File: src/rtl/rfsh_pkg.sv
package rfsh_pkg;
  // Per-rank status bundle passed from a rank slice to the top.
  typedef struct packed {
    logic req;
    logic urgent;
    logic cke;
    logic act_block;
    logic rd_block;
  } rank_stat_t;
endpackage

File: src/rtl/rfsh_tick.sv
module rfsh_tick #(
  parameter int REFI_CYCLES = 1560
) (
  input  logic clk,
  input  logic rst_n,
  output logic tick_o
);
  localparam int CW = (REFI_CYCLES > 2) ? $clog2(REFI_CYCLES) : 1;
  localparam logic [CW-1:0] LAST = CW'(REFI_CYCLES - 1);

  logic [CW-1:0] cnt_q;

  assign tick_o = (cnt_q == LAST);

  always_ff @(posedge clk or negedge rst_n) begin
    if (!rst_n)      cnt_q <= '0;
    else if (tick_o) cnt_q <= '0;
    else             cnt_q <= cnt_q + 1'b1;
  end

  AST_TICK_SPACED: assert property (@(posedge clk) disable iff (!rst_n)
    tick_o |=> !tick_o);
endmodule

File: src/rtl/rfsh_timer.sv
module rfsh_timer #(
  parameter int SPAN = 14
) (
  input  logic clk,
  input  logic rst_n,
  input  logic load_i,
  output logic busy_o
);
  localparam int CW = $clog2(SPAN + 1);
  localparam logic [CW-1:0] START = CW'(SPAN);

  logic [CW-1:0] left_q;

  assign busy_o = (left_q != '0);

  always_ff @(posedge clk or negedge rst_n) begin
    if (!rst_n)      left_q <= '0;
    else if (load_i) left_q <= START;
    else if (busy_o) left_q <= left_q - 1'b1;
  end

  AST_LOAD_BUSY: assert property (@(posedge clk) disable iff (!rst_n)
    load_i |=> busy_o);
endmodule

File: src/rtl/rfsh_credit.sv
module rfsh_credit #(
  parameter int MAX_OWED = 8
) (
  input  logic clk,
  input  logic rst_n,
  input  logic tick_i,
  input  logic fire_i,
  input  logic clear_i,
  output logic [$clog2(MAX_OWED+1)-1:0] owed_o,
  output logic full_o,
  output logic some_o
);
  localparam int OW = $clog2(MAX_OWED + 1);
  localparam logic [OW-1:0] TOP = OW'(MAX_OWED);

  logic [OW-1:0] owed_q, owed_d;

  assign owed_o = owed_q;
  assign full_o = (owed_q == TOP);
  assign some_o = (owed_q != '0);

  always_comb begin
    owed_d = owed_q;
    if (clear_i) begin
      owed_d = '0;
    end else begin
      unique case ({tick_i, fire_i})
        2'b10:   if (!full_o) owed_d = owed_q + 1'b1;
        2'b01:   if (some_o)  owed_d = owed_q - 1'b1;
        default: owed_d = owed_q;
      endcase
    end
  end

  always_ff @(posedge clk or negedge rst_n) begin
    if (!rst_n) owed_q <= '0;
    else        owed_q <= owed_d;
  end

  AST_OWED_BOUND: assert property (@(posedge clk) disable iff (!rst_n)
    owed_q <= TOP);
  AST_FIRE_DEC: assert property (@(posedge clk) disable iff (!rst_n)
    (fire_i && !tick_i && !clear_i && some_o) |=> (owed_q == $past(owed_q) - 1'b1));
endmodule

File: src/rtl/rfsh_rank.sv
module rfsh_rank
  import rfsh_pkg::*;
#(
  parameter int MAX_OWED    = 8,
  parameter int RFC_CYCLES  = 14,
  parameter int XSNR_CYCLES = 14,
  parameter int XSRD_CYCLES = 200
) (
  input  logic       clk,
  input  logic       rst_n,
  input  logic       tick_i,
  input  logic       grant_i,
  input  logic       idle_i,
  input  logic       sr_enter_i,
  input  logic       sr_exit_i,
  output rank_stat_t stat_o
);
  localparam int OW = $clog2(MAX_OWED + 1);

  logic [OW-1:0] owed;
  logic full, some;
  logic in_sr_q;
  logic rfc_busy, xsnr_busy, xsrd_busy;
  logic req, fire, enter, leave;

  assign req   = some && !in_sr_q && !rfc_busy && !xsnr_busy;
  assign fire  = req && grant_i;
  assign enter = sr_enter_i && idle_i && !in_sr_q && !rfc_busy && !fire;
  assign leave = sr_exit_i && in_sr_q;

  rfsh_credit #(.MAX_OWED(MAX_OWED)) u_credit (
    .clk     (clk),
    .rst_n   (rst_n),
    .tick_i  (tick_i),
    .fire_i  (fire),
    .clear_i (enter || in_sr_q),
    .owed_o  (owed),
    .full_o  (full),
    .some_o  (some)
  );

  rfsh_timer #(.SPAN(RFC_CYCLES)) u_rfc (
    .clk(clk), .rst_n(rst_n), .load_i(fire), .busy_o(rfc_busy)
  );
  rfsh_timer #(.SPAN(XSNR_CYCLES)) u_xsnr (
    .clk(clk), .rst_n(rst_n), .load_i(leave), .busy_o(xsnr_busy)
  );
  rfsh_timer #(.SPAN(XSRD_CYCLES)) u_xsrd (
    .clk(clk), .rst_n(rst_n), .load_i(leave), .busy_o(xsrd_busy)
  );

  always_ff @(posedge clk or negedge rst_n) begin
    if (!rst_n)     in_sr_q <= 1'b0;
    else if (enter) in_sr_q <= 1'b1;
    else if (leave) in_sr_q <= 1'b0;
  end

  always_comb begin
    stat_o.req       = req;
    stat_o.urgent    = full;
    stat_o.cke       = !in_sr_q;
    stat_o.act_block = in_sr_q || rfc_busy || xsnr_busy || full;
    stat_o.rd_block  = stat_o.act_block || xsrd_busy;
  end

  AST_NO_REQ_IN_SR: assert property (@(posedge clk) disable iff (!rst_n)
    in_sr_q |-> !req);
  AST_SR_CLEARS: assert property (@(posedge clk) disable iff (!rst_n)
    $rose(in_sr_q) |-> (owed == '0));
  AST_NO_ENTER_BUSY: assert property (@(posedge clk) disable iff (!rst_n)
    (!idle_i && !in_sr_q) |=> !in_sr_q);
  AST_URGENT_BLOCKS: assert property (@(posedge clk) disable iff (!rst_n)
    stat_o.urgent |-> stat_o.act_block);
  AST_EXIT_GUARD: assert property (@(posedge clk) disable iff (!rst_n)
    leave |=> (xsnr_busy && xsrd_busy && !req));
endmodule

File: src/rtl/rfsh_sched.sv
module rfsh_sched
  import rfsh_pkg::*;
#(
  parameter int RANKS       = 2,
  parameter int REFI_CYCLES = 1560,
  parameter int MAX_OWED    = 8,
  parameter int RFC_CYCLES  = 14,
  parameter int XSNR_CYCLES = 14,
  parameter int XSRD_CYCLES = 200
) (
  input  logic             clk,
  input  logic             rst_n,
  input  logic [RANKS-1:0] ref_grant_i,
  input  logic [RANKS-1:0] banks_idle_i,
  input  logic [RANKS-1:0] sr_enter_i,
  input  logic [RANKS-1:0] sr_exit_i,
  output logic [RANKS-1:0] ref_req_o,
  output logic [RANKS-1:0] ref_urgent_o,
  output logic [RANKS-1:0] cke_o,
  output logic [RANKS-1:0] act_block_o,
  output logic [RANKS-1:0] rd_block_o
);
  logic tick;
  rank_stat_t stat [RANKS];

  rfsh_tick #(.REFI_CYCLES(REFI_CYCLES)) u_tick (
    .clk(clk), .rst_n(rst_n), .tick_o(tick)
  );

  for (genvar r = 0; r < RANKS; r++) begin : g_rank
    rfsh_rank #(
      .MAX_OWED    (MAX_OWED),
      .RFC_CYCLES  (RFC_CYCLES),
      .XSNR_CYCLES (XSNR_CYCLES),
      .XSRD_CYCLES (XSRD_CYCLES)
    ) u_rank (
      .clk        (clk),
      .rst_n      (rst_n),
      .tick_i     (tick),
      .grant_i    (ref_grant_i[r]),
      .idle_i     (banks_idle_i[r]),
      .sr_enter_i (sr_enter_i[r]),
      .sr_exit_i  (sr_exit_i[r]),
      .stat_o     (stat[r])
    );
    assign ref_req_o[r]    = stat[r].req;
    assign ref_urgent_o[r] = stat[r].urgent;
    assign cke_o[r]        = stat[r].cke;
    assign act_block_o[r]  = stat[r].act_block;
    assign rd_block_o[r]   = stat[r].rd_block;
  end
endmodule

File: config.mk
export PLATFORM = sky130hd
export DESIGN_NAME = rfsh_sched
export DESIGN_NICKNAME = d
export VERILOG_FILES = /design/src/rtl/rfsh_pkg.sv /design/src/rtl/rfsh_tick.sv /design/src/rtl/rfsh_timer.sv /design/src/rtl/rfsh_credit.sv /design/src/rtl/rfsh_rank.sv /design/src/rtl/rfsh_sched.sv
export SDC_FILE = /design/constraint.sdc
export NUM_CORES = 1
export LEC_CHECK = 0
export BUFFER_PORTS_ARGS = -buffer_cell sky130_fd_sc_hd__buf_2
export CORE_MARGIN = 2
export CORE_UTILIZATION = 45
export DETAILED_ROUTE_END_ITERATION = 8
export PLACE_DENSITY_LB_ADDON = 0.12
export SLEW_MARGIN = 15
export SYNTH_ARGS = -nofsm -noshare
export SYNTH_HDL_FRONTEND = slang
export SYNTH_HIERARCHICAL = 1
export SYNTH_SLANG_ARGS = --single-unit
File: constraint.sdc
create_clock -name clk -period 3.2 [get_ports clk]
set_clock_uncertainty 0.15 [all_clocks]
set_input_delay 0.32 -clock clk [delete_from_list [all_inputs] [get_ports clk]]
set_output_delay 0.32 -clock clk [all_outputs]
set_load 0.005 [all_outputs]
==> results of run 1 <==
==> metal layers <==
metal,up-vias,share of wire
li1,1291,-
met3,2,0.017
met1,1216,0.51
met2,17,0.46
met5,-,0
met4,0,0.0051
==> registers in the layout, indices dropped and copies added (netlist names) <==
register,cells
g_rank.u_rank/in_sr_q,2
g_rank.u_rank/u_credit/owed_o,8
g_rank.u_rank/u_rfc/left_q,8
g_rank.u_rank/u_xsnr/left_q,8
g_rank.u_rank/u_xsrd/left_q,16
u_tick/cnt_q,11
==> stage by stage <==
step	setup slack, ns	util
finish	0.318	0.509
global route	0.0420	0.509
CTS	0.120	0.507
detailed placement	0.150	0.496
global placement	0.146	0.496
floorplan	0.387	-
==> layout make-up <==
type / count / area [sq um]
Timing Repair Buffer: 27 / 155
Sequential cell: 53 / 1330
Inverter: 28 / 105
Multi-Input combinational cell: 255 / 1950
Fill cell: 693 / 3620
Tap cell: 99 / 124
Clock buffer: 7 / 86.3
==> power breakdown <==
group          internal, uW  switching [uW]
Combinational           334             307
Sequential              813             177
Clock                   172             213
==> critical path: cells and delay by family, from the launching register on <==
family | cells | cell delay (ns)
fa+ha+maj | 2 | 0.52
flops | 1 | 0.42
buf+inv | 2 | 0.20
simple gates | 5 | 1.15
compound gates | 3 | 0.30
==> Yosys cell counts, drive strengths merged, types with 7 or more instances <==
cell    count  area share
nand2b     10       0.018
nand2       7      0.0076
buf        13       0.026
nand3       7       0.010
dfrtp      53        0.38
inv        28       0.030
o21ai      14       0.020
ha         17       0.061
or4        10       0.028
xor2        7       0.018
nor2       32       0.036
a211o      11       0.028
a21oi      14       0.020
nor3       10       0.014
nor2b      21       0.038
mux2i       8       0.023
==> logic make-up (layout without fill, tap and decap cells) <==
logic type / count (synthesis) / in the layout / synth area share
and+or+nand+nor: 141 / 141 / 0.270
AOI/OAI and AO/OA: 70 / 70 / 0.154
DFF: 53 / 53 / 0.383
buffers and inverters: 41 / 62 / 0.0567
adders and majority gates: 19 / 19 / 0.0672
xor gates and xnor gates: 13 / 13 / 0.0329
muxes: 12 / 12 / 0.0361
==> path summary, 6_finish.rpt <==
| kind | cells past startpoint | slack, ns | endpoint |
|---|---|---|---|
| worst max-delay path | 12 | 0.32 | g_rank[0].u_rank/u_credit/owed_o[3]$_DFFE_PN0P_ |
| worst min-delay path | 2 | -0.009 | g_rank[0].u_rank/u_xsrd/left_q[0]$_DFFE_PN0P_ |
| worst max register to register | 12 | 0.32 | g_rank[0].u_rank/u_credit/owed_o[3]$_DFFE_PN0P_ |
| worst min register to register | 1 | 0.31 | u_tick/cnt_q[0]$_DFF_PN0_ |
| max in group asynchronous | 2 | 2.47 | u_tick/cnt_q[1]$_DFF_PN0_ |
| min in group clk | 2 | 0.04 | g_rank[1].u_rank/in_sr_q$_DFFE_PN0P_ |
==> metrics.md, run 1 <==
| Metric | Value |
|---|---|
| Drt pass-1 iters | 4 |
| CP Capture Type | flip-flop |
| Met2 GRT Util | 0.251 |
| Die Wd | about 92 um |
| Fin cells | between 400 and 500 |
| Global-route wire length before repair | between 10000 and 15000 um |
| PortBufs | 19 |
| Grt total ovfl | 0 |
| Largest net degree at the start of global routing | 54 |
| Max Slew Vio Count | 0 |
| DRT iter0 DRCs | 74 |
| CP startpoint | g_rank[0].u_rank/u_xsnr/left_q[0]$_DFFE_PN0P_ |
| Mapped Cells | 349 |
| Distinct cells, synth | between 50 and 60 |
| Slew HR | 0.552 |
| Final HPWL DP | roughly 4400 um |
| Pwr Total | a little over 2000 uW |
| Failing checks | hold timing |
| Kind of critical path | flip-flop to flip-flop |
| Power density cells | 538 nW/um^2 |
| Endpoints failing setup | 0 |
| Post-synthesis sequential area ratio | 0.383 |
| Worst-path clk slew | 0.09 ns |
| Crit-path max FO | 5 |
| Final #Nets | around 400 |
| Root Driver | clkbuf_8 |
| Most Used Layer, Global Route | met2 |
| Most frequent cells in the layout | 53 x dfrtp_1, 30 x nor2_1, 26 x inv_1 |
| Routed Antenna Nets | 0 |
| Commonest non-fill, non-tap cell in the layout | dfrtp_1 |
| Syn Nets | between 300 and 400 |
| Gpl congestion | between 0.8 and 0.9 |
| Clk buf depth | 2 |
| Die Y | 91.7 um |
| F_max | 347 MHz |
| Design area | about 3700 sq um |
| Num ports | 20 |
| Critical R2R Launch | g_rank[0].u_rank/u_xsnr/left_q[0]$_DFFE_PN0P_ |
| Yosys reg bits | between 50 and 60 |
| Initial antenna violation count | 0 |
| RSZ-0062 raised after global routing | no |
| Clock Sinks | between 50 and 60 |
| Least-Margin Pin Slew | around 0.67 ns |
| Cells after DPL | between 400 and 500 |
| Die Area | ~8400 sq um |
| Total core area | between 7000 and 8000 sq um |
| Gr usage total | 0.153 |
| Min Hold Slack | -0.00943 ns |
| Synthesis-to-layout area growth | 8.23% |
| GR Util met1 | 0.212 |
| Vias in the first global route | between 2000 and 2500 |
| Initial Util | 0.470 |
| Hold_buf cts | 0 |
| Syn Area/Cell | between 9 and 10 sq um |
| Post-CTS sizing | 0 |
| Num rows | 31 |
| CP Cell Sequence | inv_1 -> ha_1 -> nor3b_4 -> inv_1 -> nor4b_1 -> and2_1 -> nor2b_2 -> ha_1 -> o21ai_0 -> nand3b_1 -> o2111ai_1 -> o221ai_1 |
| Max-cap violations | 0 |
| Final Hold Viols | 16 |
| DRC | 0 |
| Total routed wirelength | 6220 um |
| Layout cell share with drive strength beyond 1 | 0.181 |
| Routed length per instance | roughly 13 um |
| Setup TNS | 0 ns |
| N_diodes | 0 |
| H-tree Lvls | 2 |
| Post-synth EDFFs | 0 |
| Final period util | 0.901 |
| Status | finished, violations left |
| CP max stage cell | dfrtp_1 |
| Via Count | 2526 |
| Ys flop type | dfrtp_1 |
| Max stage delay on crit path | roughly 0.42 ns |
| Hold WC Path Type | input port to async pin |
| Ys async rst share | 1.00 |
| Vias/cell | about 5.4 |
| Worst skew pair latency | around 0.30 ns |
| Arrival time at the worst endpoint | roughly 2.9 ns |
| CTS tree | done |
| CP Launch Type | flip-flop |
| Worst EP required | approximately 3.2 ns |
| Maximum vdd drop | 0.000228 V |
| Post-DP Area | about 3700 sq um |
| Cts bufs inserted | 5 |
| Met3 Use GR | 0.0222 |
| Setup bufs post-CTS | 0 |
| Syn. warnings | 6 |
| Final min period | about 2.9 ns |
| Post-Syn Area | about 3500 sq um |
| Static Leak | 0.00164 uW |
Note: power is estimated with default switching activity, not from simulation.
==> inputs of run 2 (changes only) <==
--- a/config.mk
+++ b/config.mk
@@ -6,11 +6,11 @@
 export NUM_CORES = 1
 export LEC_CHECK = 0
 export BUFFER_PORTS_ARGS = -buffer_cell sky130_fd_sc_hd__buf_2
+export CORE_ASPECT_RATIO = 0.5
 export CORE_MARGIN = 2
-export CORE_UTILIZATION = 45
+export CORE_UTILIZATION = 61
 export DETAILED_ROUTE_END_ITERATION = 8
 export PLACE_DENSITY_LB_ADDON = 0.12
-export SLEW_MARGIN = 15
 export SYNTH_ARGS = -nofsm -noshare
 export SYNTH_HDL_FRONTEND = slang
 export SYNTH_HIERARCHICAL = 1
==> metrics.md, run 2 (synthesized netlist as in run 1, its figures left out) <==
| Metric | Value |
|---|---|
| Worst-path clk slew | 0.07 ns (-0.02 ns) |
| Clock Sinks | 53 (unchanged) |
| PnR worst setup slack | 0.273 ns (-0.0452 ns) |
| Commonest non-fill, non-tap cell in the layout | dfrtp_1 |
| Via Count | 2577 (+2.0%) |
| Setup TNS | 0 ns (unchanged) |
| Buf/Inv on CP | 2 (unchanged) |
| Biggest regs | g_rank.u_rank/u_xsrd/left_q (16), u_tick/cnt_q (11) |
| N_diodes | 0 (unchanged) |
| Hold_buf cts | 0 (unchanged) |
| Die Y | 57.3 um (-38%) |
| Num rows | 19 (-39%) |
| Largest net degree at the start of global routing | 54 (unchanged) |
| Crit-path max FO | 5 (unchanged) |
| Max Slew Vio Count | 0 (unchanged) |
| Routed Antenna Nets | 0 (unchanged) |
| Total core area | 5490 sq um (-25%) |
| Vias in the first global route | 2501 (+5.3%) |
| Gr usage total | 0.214 (+0.0609) |
| Final #Nets | 395 (-0.50%) |
| Clk buf depth | 2 (unchanged) |
| CP startpoint | g_rank[0].u_rank/u_xsnr/left_q[0]$_DFFE_PN0P_ |
| Max reg flops | 16 (unchanged) |
| Slew HR | 0.541 (-0.0111) |
| Max-cap violations | 0 (unchanged) |
| CP Capture Type | flip-flop |
| Initial Util | 0.631 (+0.161) |
| Worst EP required | 3.22 ns (about the same) |
| Status | finished, violations left |
| Initial antenna violation count | 0 (unchanged) |
| Worst skew pair latency | 0.30 ns (about the same) |
| Hold WC Path Type | input port to async pin |
| Multi-input gate area | 1950 sq um (about the same) |
| RSZ-0062 raised after global routing | no |
| Least-Margin Pin Slew | 0.687 ns (+0.0151 ns) |
| Die Area | 6340 sq um (-25%) |
| Gpl congestion | 0.815 (-0.18%) |
| Kind of critical path | flip-flop to flip-flop |
| Num ports | 20 (unchanged) |
| Total routed wirelength | 6260 um (+0.63%) |
| Die Wd | 111 um (+21%) |
| Layout cell share with drive strength beyond 1 | 0.176 (-0.00493) |
| PortBufs | 19 (unchanged) |
| Routed length per instance | 14.2 um (+6.8%) |
| Vias/cell | 5.83 (+8.3%) |
| CTS tree | done |
| Biggest register | g_rank.u_rank/u_xsrd/left_q |
| CP delay by family, top | simple AND/OR/NAND/NOR gates |
| Final period util | 0.915 (+0.0141) |
| CP Cell Sequence | inv_1 -> ha_1 -> nor3b_4 -> inv_1 -> nor4b_1 -> and2_1 -> nor2b_2 -> ha_1 -> o21ai_0 -> nand3b_1 -> o2111ai_1 -> o221ai_1 |
| CP Launch Type | flip-flop |
| Min Hold Slack | -0.0140 ns (-0.00458 ns) |
| CP max stage cell | dfrtp_1 |
| Number of fill cells | 427 (-38%) |
| Power density cells | 576 nW/um^2 (+7.0%) |
| Most frequent cells in the layout | 53 x dfrtp_1, 30 x nor2_1, 26 x inv_1 |
| Final Hold Viols | 11 (-5) |
| F_max | 342 MHz (-1.5%) |
| Drt pass-1 iters | 4 (unchanged) |
| Cts bufs inserted | 5 (unchanged) |
| Synthesis-to-layout area growth | 8.34% |
| Root Driver | clkbuf_16 |
| H-tree Lvls | 2 (unchanged) |
| Critical R2R Launch | g_rank[0].u_rank/u_xsnr/left_q[0]$_DFFE_PN0P_ |
| Max stage delay on crit path | 0.42 ns (about the same) |
| Arrival time at the worst endpoint | 2.94 ns (+0.04 ns) |
| Post-CTS sizing | 0 (unchanged) |
| Endpoints failing setup | 0 (unchanged) |
| DRT iter0 DRCs | 114 (+54%) |
| Grt total ovfl | 0 (unchanged) |
| Static Leak | 0.00165 uW (+0.95%) |
| Register area | 1330 sq um (unchanged) |
| Global-route wire length before repair | 11000 um (+1.7%) |
| DRC | 0 (unchanged) |
| Final HPWL DP | 4460 um (+0.62%) |
| Failing checks | hold timing |
| DP Worst Slack | 0.175 ns (+0.0248 ns) |
| Final min period | 2.93 ns (+0.0452 ns) |
| Maximum vdd drop | 0.000473 V (+110%) |
| Setup bufs post-CTS | 0 (unchanged) |
[run 2: layout make-up]
cell class,instances,share of cell area
clock buffer,6,0.0343
inverter,28,0.0280
multi-input combinational,255,0.520
sequential,53,0.353
tap,73,0.0243
clock inverter,2,0.00267
timing repair buffer,25,0.0373
[run 2: per-layer routing]
layer / track usage / up-vias / share of wire
met2: 0.362 / 20 / 0.46
met3: 0.0531 / 6 / 0.026
met1: 0.278 / 1261 / 0.50
met5: 0 / - / 0
li1: - / 1290 / -
met4: 0.0696 / 0 / 0.0099
[run 2: stage by stage]
stage	power (uW)	util	instance area (sq um)	hold slack [ns]	std cells
global route	2310	0.684	3750	0.0518	442
floorplan	1480	-	3460	-0.126	349
finish	2160	0.684	3750	-0.0140	442
global placement	1600	0.656	3600	0.294	434
detailed placement	1640	0.656	3600	0.320	434
CTS	2180	0.682	3740	0.0223	442
[run 2: worst register-to-register path, cell delays in order, from the launching register on]
cell	delay, ns
dfrtp_1	0.42
inv_1	0.10
ha_1	0.20
nor3b_4	0.27
inv_1	0.10
nor4b_1	0.33
and2_1	0.19
nor2b_2	0.28
ha_1	0.33
o21ai_0	0.12
nand3b_1	0.11
o2111ai_1	0.08
o221ai_1	0.13
[run 2: path summary, 6_finish.rpt]
kind | end | cells after the start | slack [ns]
worst min register to register | u_tick/cnt_q[0]$_DFF_PN0_ | 1 | 0.33
worst max-delay path | g_rank[0].u_rank/u_credit/owed_o[3]$_DFFE_PN0P_ | 12 | 0.27
max in group asynchronous | g_rank[0].u_rank/u_rfc/left_q[0]$_DFFE_PN0P_ | 2 | 2.46
worst min-delay path | g_rank[0].u_rank/u_xsrd/left_q[2]$_DFFE_PN0P_ | 2 | -0.01
worst max register to register | g_rank[0].u_rank/u_credit/owed_o[3]$_DFFE_PN0P_ | 12 | 0.27
min in group clk | g_rank[0].u_rank/in_sr_q$_DFFE_PN0P_ | 2 | 0.05
[run 2: power breakdown]
part           total [uW]  leakage, uW  switching, uW  internal, uW
clock network         531    0.0000706            242           288
registers             994     0.000665            179           814
logic                 636     0.000918            305           331
